$ cat src/rtl/irqc_pkg.sv
package irqc_pkg;
  // what a read address selects
  typedef enum logic [2:0] {
    RK_NONE = 3'd0,
    RK_SUM  = 3'd1,
    RK_STAT = 3'd2,
    RK_MASK = 3'd3,
    RK_LIVE = 3'd4
  } rd_kind_e;

  // per-block offsets added to (master base + block number)
  localparam int OFF_STAT = 0;
  localparam int OFF_ACK  = 1;
  localparam int OFF_MASK = 8;
  localparam int OFF_LIVE = 15;
endpackage

$ cat src/rtl/irqc_addr_dec.sv
module irqc_addr_dec
  import irqc_pkg::*;
#(
  parameter int AW  = 10,
  parameter int NM  = 2,
  parameter int BPM = 7,
  parameter logic [NM*AW-1:0] BASES = {10'h1B0, 10'h130},
  localparam int NBLK = NM * BPM,
  localparam int GW   = (NBLK > 1) ? $clog2(NBLK) : 1,
  localparam int MW   = (NM > 1) ? $clog2(NM) : 1
) (
  input  logic [AW-1:0] addr,
  input  logic          wr,
  output logic [NBLK-1:0] ack_stb,
  output logic [NBLK-1:0] msk_stb,
  output rd_kind_e        rd_kind,
  output logic [MW-1:0]   rd_m,
  output logic [GW-1:0]   rd_g
);

  always_comb begin
    logic [AW-1:0] off;
    ack_stb = '0;
    msk_stb = '0;
    rd_kind = RK_NONE;
    rd_m    = '0;
    rd_g    = '0;
    off     = '0;
    for (int m = 0; m < NM; m++) begin
      off = addr - BASES[m*AW +: AW];
      if (off == '0) begin
        rd_kind = RK_SUM;
        rd_m    = MW'(m);
      end
      for (int b = 1; b <= BPM; b++) begin
        // write side: acknowledge and mask
        if (wr && off == AW'(b + OFF_ACK))
          ack_stb[m*BPM + b - 1] = 1'b1;
        if (wr && off == AW'(b + OFF_MASK))
          msk_stb[m*BPM + b - 1] = 1'b1;
        // read side: status, mask, live
        if (off == AW'(b + OFF_STAT)) begin
          rd_kind = RK_STAT;
          rd_g    = GW'(m*BPM + b - 1);
        end
        if (off == AW'(b + OFF_MASK)) begin
          rd_kind = RK_MASK;
          rd_g    = GW'(m*BPM + b - 1);
        end
        if (off == AW'(b + OFF_LIVE)) begin
          rd_kind = RK_LIVE;
          rd_g    = GW'(m*BPM + b - 1);
        end
      end
    end
  end

endmodule

$ cat src/rtl/irqc_block.sv
module irqc_block #(
  parameter int W = 8
) (
  input  logic         clk,
  input  logic         rst,
  input  logic [W-1:0] src,
  input  logic         ack_stb,
  input  logic         msk_stb,
  input  logic [W-1:0] wdata,
  output logic [W-1:0] lat_q,
  output logic [W-1:0] msk_q,
  output logic         pend
);

  logic [W-1:0] prev_q;
  logic [W-1:0] rise;
  logic [W-1:0] ack_bits;

  assign rise     = src & ~prev_q;
  assign ack_bits = ack_stb ? wdata : '0;

  always_ff @(posedge clk) begin
    if (rst) begin
      prev_q <= '0;
      lat_q  <= '0;
      msk_q  <= '1;
    end else begin
      prev_q <= src;
      // a new edge wins over a coincident acknowledge
      lat_q  <= (lat_q & ~ack_bits) | rise;
      if (msk_stb)
        msk_q <= wdata;
    end
  end

  assign pend = |(lat_q & ~msk_q);

endmodule

$ cat src/rtl/irqc_summary.sv
module irqc_summary #(
  parameter int BPM = 7,
  localparam int DW = BPM + 1
) (
  input  logic [BPM-1:0] blk_pend,
  input  logic           chain_in,
  output logic [DW-1:0]  sum
);

  assign sum = {blk_pend, chain_in};

endmodule

$ cat src/rtl/irqc_top.sv
module irqc_top
  import irqc_pkg::*;
#(
  parameter int AW = 10,
  parameter int DW = 8,
  parameter int NM = 2,
  parameter logic [NM*AW-1:0] MBASES = {10'h1B0, 10'h130},
  localparam int BPM  = DW - 1,
  localparam int NBLK = NM * BPM,
  localparam int NSRC = NBLK * DW,
  localparam int GW   = (NBLK > 1) ? $clog2(NBLK) : 1,
  localparam int MW   = (NM > 1) ? $clog2(NM) : 1
) (
  input  logic            clk,
  input  logic            rst,
  input  logic [NSRC-1:0] src_in,
  input  logic [AW-1:0]   reg_addr,
  input  logic            reg_wr,
  input  logic [DW-1:0]   reg_wdata,
  input  logic            reg_rd,
  output logic [DW-1:0]   reg_rdata,
  output logic            irq_out
);

  logic [NBLK-1:0] ack_stb;
  logic [NBLK-1:0] msk_stb;
  logic [NBLK-1:0] pend;
  rd_kind_e        rd_kind;
  logic [MW-1:0]   rd_m;
  logic [GW-1:0]   rd_g;
  logic [NSRC-1:0] lat_all;
  logic [NSRC-1:0] msk_all;
  logic [DW-1:0]   sum_w [NM];

  irqc_addr_dec #(
    .AW(AW), .NM(NM), .BPM(BPM), .BASES(MBASES)
  ) u_dec (
    .addr    (reg_addr),
    .wr      (reg_wr),
    .ack_stb (ack_stb),
    .msk_stb (msk_stb),
    .rd_kind (rd_kind),
    .rd_m    (rd_m),
    .rd_g    (rd_g)
  );

  for (genvar g = 0; g < NBLK; g++) begin : g_blk
    irqc_block #(.W(DW)) u_blk (
      .clk     (clk),
      .rst     (rst),
      .src     (src_in[g*DW +: DW]),
      .ack_stb (ack_stb[g]),
      .msk_stb (msk_stb[g]),
      .wdata   (reg_wdata),
      .lat_q   (lat_all[g*DW +: DW]),
      .msk_q   (msk_all[g*DW +: DW]),
      .pend    (pend[g])
    );
  end

  // each master's bit 0 chains the next master's summary
  for (genvar m = 0; m < NM; m++) begin : g_sum
    logic chain;
    if (m == NM - 1) begin : g_last
      assign chain = 1'b0;
    end else begin : g_mid
      assign chain = |sum_w[m+1];
    end
    irqc_summary #(.BPM(BPM)) u_sum (
      .blk_pend (pend[m*BPM +: BPM]),
      .chain_in (chain),
      .sum      (sum_w[m])
    );
  end

  always_ff @(posedge clk) begin
    if (rst) begin
      reg_rdata <= '0;
      irq_out   <= 1'b0;
    end else begin
      irq_out <= |sum_w[0];
      if (reg_rd) begin
        case (rd_kind)
          RK_SUM:  reg_rdata <= sum_w[rd_m];
          RK_STAT: reg_rdata <= lat_all[rd_g*DW +: DW];
          RK_MASK: reg_rdata <= msk_all[rd_g*DW +: DW];
          RK_LIVE: reg_rdata <= src_in[rd_g*DW +: DW];
          default: reg_rdata <= '0;
        endcase
      end
    end
  end

endmodule

$ cat config.mk
export PLATFORM = sky130hd
export DESIGN_NAME = irqc_top
export DESIGN_NICKNAME = d
export VERILOG_FILES = /design/src/rtl/irqc_pkg.sv /design/src/rtl/irqc_addr_dec.sv /design/src/rtl/irqc_block.sv /design/src/rtl/irqc_summary.sv /design/src/rtl/irqc_top.sv
export SDC_FILE = /design/constraint.sdc
export NUM_CORES = 1
export LEC_CHECK = 0
export BUFFER_PORTS_ARGS = -buffer_cell sky130_fd_sc_hd__buf_2
export CORE_MARGIN = 1.5
export CORE_UTILIZATION = 55
export CTS_BUF_LIST = sky130_fd_sc_hd__clkbuf_8
export DETAILED_ROUTE_END_ITERATION = 10
export HOLD_SLACK_MARGIN = 0.02
export PLACE_DENSITY = 0.77
export RECOVER_POWER = 100
export SYNTH_ARGS = -nofsm -noshare
export SYNTH_HDL_FRONTEND = slang
export SYNTH_SLANG_ARGS = --single-unit
$ cat constraint.sdc
create_clock -name clk -period 4.5 [get_ports clk]
set_input_delay 0.9 -clock clk [delete_from_list [all_inputs] [get_ports clk]]
set_output_delay 0.9 -clock clk [all_outputs]
set_load 0.02 [all_outputs]
Word level (Yosys, flattened, before mapping)
Cells that the tools add are included.

Flip-flop bits (word level): 345. Latch bits: 0. Bits in writable memories: 0. Bits in read-only memories: 0. Input port bits: 134. Output and inout bits: 9. Logic and storage cells: 373. Memories: 0.

Add/sub/neg operators: 2. Multipliers: 0. Divide/modulo/power cells: 0. Magnitude comparators: 1. Equal/unequal tests: 48. Shift operators: 3. Multiplexer cells: 130. Bitwise logic cells: 99. Reduce and logical (&&, ||, !) cells: 46.

Operators with widths (number): $and A8 B8 Y8 (42); $not A8 Y8 (42); $shiftx A112 B8 Y8 (3); $mux W3 (55); $eq A10 B4 Y1 const B (16); $eq A10 B5 Y1 const B (14); $mux W8 (17); $or A8 B8 Y8 (14); $reduce_or A112 Y1 (1); $reduce_or A8 Y1 (14); $eq A10 B3 Y1 const B (8); $mux W4 (18); $reduce_or A56 Y1 (1); $eq A10 B2 Y1 const B (4); $mux W1 (33); $pmux W8 S4 (1); $logic_and A1 B1 Y1 (28); $eq A10 B1 Y1 const B (2); $logic_not A10 Y1 (2); $sub A10 B9 Y10 const B (2); $mux W2 (6); $eq A3 B2 Y1 const B (2); $eq A3 B1 Y1 const B (1); $eq A3 B3 Y1 const B (1); other kinds (2) (2).

Longest topological paths before layout
Word-level depth: 48. Depth in mapped cells: 15. Mapped depth without buffers: 9.

By module
A second synthesis with hierarchy kept.

Cell total of the unflattened synthesis: 2053. Area, all modules: 17017.6 µm².

Modules (own cells, without submodules): irqc_block (instances 14, cells each 97, area an instance 884.6 µm², seq. area each 480.5 µm²); irqc_top (instances 1, cells each 593, area an instance 3987.6 µm², seq. area each 180.2 µm²); irqc_addr_dec (instances 1, cells each 86, area an instance 525.5 µm², seq. area each 0.0 µm²); irqc_summary (instances 2, cells each 8, area an instance 60.1 µm², seq. area each 0.0 µm²).

Least setup slack after synthesis
No wires, ideal clock.

Path kind: in2reg. Start: input reg_addr[9]. End: register reg_rdata[4]. Arrival: 3.227 ns. Data required time: 4.370 ns. Path slack: 1.144 ns. Stages: 13. Buffers on the path: 4. Path through: buf_6 nand4bb_4 or4b_1 a21o_1 and2_4 buf_6 buf_6 buf_6 a221o_1 nand3_1 a31oi_1 nor4b_2 a22oi_1.

Word-level cells in the longest chain between the ends: 48. Elaborated cells on any way between the ends: 142.

Ends and longest elaborated chain: from (decl) (line irqc_top.sv:17) `input logic [AW-1:0] reg_addr,`; parallel branches: the longest is 47 deep, another holds $sub A10 B9 Y10; $pmux W8 S4 * (line irqc_top.sv:83) `case (rd_kind)`; to (signal assigned) (line irqc_top.sv:84) `RK_SUM: reg_rdata <= sum_w[rd_m];`; to (signal assigned) (line irqc_top.sv:85) `RK_STAT: reg_rdata <= lat_all[rd_g*DW +: DW];`; to (signal assigned) (line irqc_top.sv:86) `RK_MASK: reg_rdata <= msk_all[rd_g*DW +: DW];`; to (decl) (line irqc_top.sv:21) `output logic [DW-1:0] reg_rdata,`.

Every way passes the cells marked *. The select of a mux whose other input is x is not followed. A chain may end at the register's enable or synchronous reset.

Final worst setup path
Start: input reg_addr[8]. End: register reg_rdata[6].

The elaborated chain is that of the path after synthesis.

==> run summary <==
===============================================================================================
Clock input transition at the sequential cells of the worst setup and hold paths .      0.06 ns
Max capacitance violation total ..................................................            8
Final Worst Setup Slack ..........................................................     0.544 ns
Worst slack after detailed placement .............................................     0.330 ns
RSZ-0062 raised after global routing .............................................        false
Critical path, cell by cell ...................................................... clkbuf_1 -> nor4bb_1 -> nand3b_1 -> a311o_1 -> and3_1 -> nor2_1 -> a31oi_1 -> and3b_1 -> o41ai_1
Highest-count cells in the layout ignoring fill and taps ......................... dfxtp_1, nand2_1, nor2b_1
Outcome .......................................................................... finished, violations left
Hold Worst Slack .................................................................     0.487 ns
Worst max-slew margin expressed relative to the limit ............................       -96.2%
Clock tree from TritonCTS ........................................................         done
Gates resized, CTS repair ........................................................            0
Largest net degree at the start of global routing ................................          153
Worst Max-Slew Pin Slew ..........................................................      2.94 ns
Standard-cell rows ...............................................................           62
Critical Path Sink Type ..........................................................    flip-flop
Overall die height ...............................................................       175 µm
Pre-Repair DR Iteration Count ....................................................            7
Count of vias placed by the detailed router ......................................        15.3k
Critical path type ...............................................................       in2reg
Data arrival time of the critical path ...........................................      4.46 ns
Number of buffers inserted by post-CTS setup repair ..............................            0
Count of buffers inserted at the top-level ports .................................          142
Count of nets left with antenna violations after detail routing ..................            0
Mean post-synth cell area ........................................................     8.25 µm²
Leakage power summed over all cells ..............................................      6.84 nW
Net count, final .................................................................        2,202
Fraction of layout instances using a drive strength above 1 ......................        12.5%
Number of instances in the synthesized netlist ...................................        1,970
Proportion of register bits with asynchronous set or reset after synthesis .......           0%
CTS HTree Levels .................................................................            2
Global-route usage over all layers ...............................................        37.1%
Per-cell routed wire length ......................................................      23.1 µm
Number of antenna violations at the first check in global routing ................            1
Crit path buffers/inverters ......................................................            1
TritonCTS sink count .............................................................          345
Total length of routed wires .....................................................    57,500 µm
Top cells by area, synth ......................................................... dfxtp_1, nor2b_1, mux2i_1
Area growth, synth to finish .....................................................        11.8%
Synthesized net count ............................................................        2,104
Hold buffer count at cts .........................................................            0
Initial DRC count ................................................................        1,931
Congestion Overflow GR ...........................................................            0
Crit path largest cell delay .....................................................      0.64 ns
Max Fclk .........................................................................      253 MHz
Yosys top cell by area ...........................................................      dfxtp_1
Share of Yosys cell area claimed by the top area cell type .......................        42.5%
Clock buffers created by TritonCTS ...............................................           57
Clock Skew .......................................................................    0.0225 ns
Critical-path maximum fanout .....................................................           18
Die width ........................................................................       175 µm
Final core utilization ...........................................................        62.9%
Violations in the final reports .................................................. capacitance limit, slew limit
Sequential-to-total area share from yosys stat ...................................        42.5%
Hold violation count in the final report .........................................            0
Core footprint ...................................................................   28,900 µm²
Clock period minus final worst setup slack .......................................      3.96 ns
Largest delay contributor family on the critical path ............................ simple AND/OR/NAND/NOR gates
Number of global-route vias before repair ........................................        14.5k
Final worst path period share ....................................................        87.9%
Library cells used by synthesis ..................................................           75
Master of the slowest instance on the critical path ..............................       nor2_1
Post-Syn Area ....................................................................   16,200 µm²
Effective utilization at floorplan ...............................................        56.3%
Drt drc ..........................................................................            0
Total setup violations reported at the end of the flow ...........................            0
Primary flip-flop cell chosen by synthesis mapping ...............................      dfxtp_1
Critical Path Start Type .........................................................    input pin
Yosys reg bits ...................................................................          345
Number of synthesis warnings .....................................................            0
Final-report max-slew violation count ............................................          208
Placed wire-length estimate after detailed placement .............................    39,200 µm
Maximum root-to-sink buffer count ................................................            3
Global-route wire length before repair ...........................................    86,500 µm
Aggregate negative setup slack ...................................................         0 ns
Total power ......................................................................    0.00659 W
Skew-Pair Late Insertion Delay ...................................................      0.62 ns
Number of flops mapped to enable cells by yosys ..................................            0
Required time of the critical path ...............................................      5.01 ns
Most common library cell in the layout ignoring fill and taps ....................      dfxtp_1
Area of the die ..................................................................   30,600 µm²
Placer congestion estimate .......................................................        0.986
Root Driver ......................................................................     clkbuf_8
Worst hold path type .............................................................      reg2reg
Power density normalized to cell area ............................................   363 nW/µm²
Via-per-instance ratio ...........................................................         6.15
Highest ir drop seen on vdd ......................................................       291 µV
Total I/O pin count ..............................................................          143
===============================================================================================
## cells in the mapped netlist, types with 24 or more instances
library cell    n
a211oi_1       30
a21oi_1       147
a221oi_1       37
a22oi_1        33
buf_2          24
clkbuf_1       77
dfxtp_1       345
inv_1         114
mux2i_1       135
nand2_1       281
nand3_1        24
nor2_1        171
nor2b_1       229
o21ai_0        29
o22ai_1        63
## path summary, 6_finish.rpt
check                          startpoint                 endpoint  slack (ns)  depth (start not counted)
setup / recovery              reg_addr[8]             reg_rdata[6]        0.54                          9
hold / removal    g_blk[9].u_blk.lat_q[1]  g_blk[9].u_blk.lat_q[1]        0.49                          2
setup reg to reg  g_blk[5].u_blk.lat_q[1]                  irq_out        2.21                          7
hold reg to reg   g_blk[9].u_blk.lat_q[1]  g_blk[9].u_blk.lat_q[1]        0.49                          2
## tightest hold or removal path: stages (launching register included)
cell and delay (ns):
dfxtp_1 0.33, a21oi_1 0.06, nor2_1 0.07
## routing by layer
layer  vias to the layer above  track usage, %  wire length, µm  part of all wire (%)
li1                       7033               -                -                     -
met1                      7184            50.9            24200                    42
met2                       917            54.4            24300                    42
met3                       168            10.6             6770                    12
met4                         2            15.4             2270                   3.9
met5                         -           0.962               41                 0.071
## report_power, final
part	total [W]	switching (W)	internal (W)
clock	0.00266	0.00125	0.00141
sequential	0.00327	0.0000831	0.00319
combinational	0.000656	0.000422	0.000234
total	0.00659	0.00176	0.00483
## per-stage QoR
stage / std cells / area (µm²)
after floorplan: 1970 / 16200
after global placement: 2393 / 17200
after detailed placement: 2393 / 17200
after CTS: 2488 / 18200
after global routing: 2489 / 18200
final: 2490 / 18200
## flip-flops by register name, summed over array words and instances (netlist names)
signal and cells:
g_blk.u_blk.lat_q 112, g_blk.u_blk.msk_q 112, g_blk.u_blk.prev_q 112, irq_out 1, reg_rdata 8
## final cells by class
| class | count | area (µm²) |
|---|---|---|
| flip-flops and latches | 345 | 6910 |
| diodes | 2 | 5.00 |
| multi-input cells | 1376 | 8270 |
| repair buffers | 174 | 977 |
| well taps | 384 | 480 |
| fillers | 2613 | 10700 |
| clock buffers | 71 | 977 |
| clock inverters | 24 | 110 |
| inverters | 114 | 428 |
## cell families (layout without fill, tap and decap cells)
kind of cell / Yosys count / count (layout) / synth area share (%)
flip-flops: 345 / 345 / 42.5
multiplexers: 139 / 139 / 8.66
AO/OA/AOI/OAI: 446 / 446 / 18.5
buffers and inverters: 249 / 383 / 6.40
other: 0 / 2 / 0
AND/OR/NAND/NOR: 791 / 791 / 23.9
No activity file was read; power rests on OpenSTA's default activity.
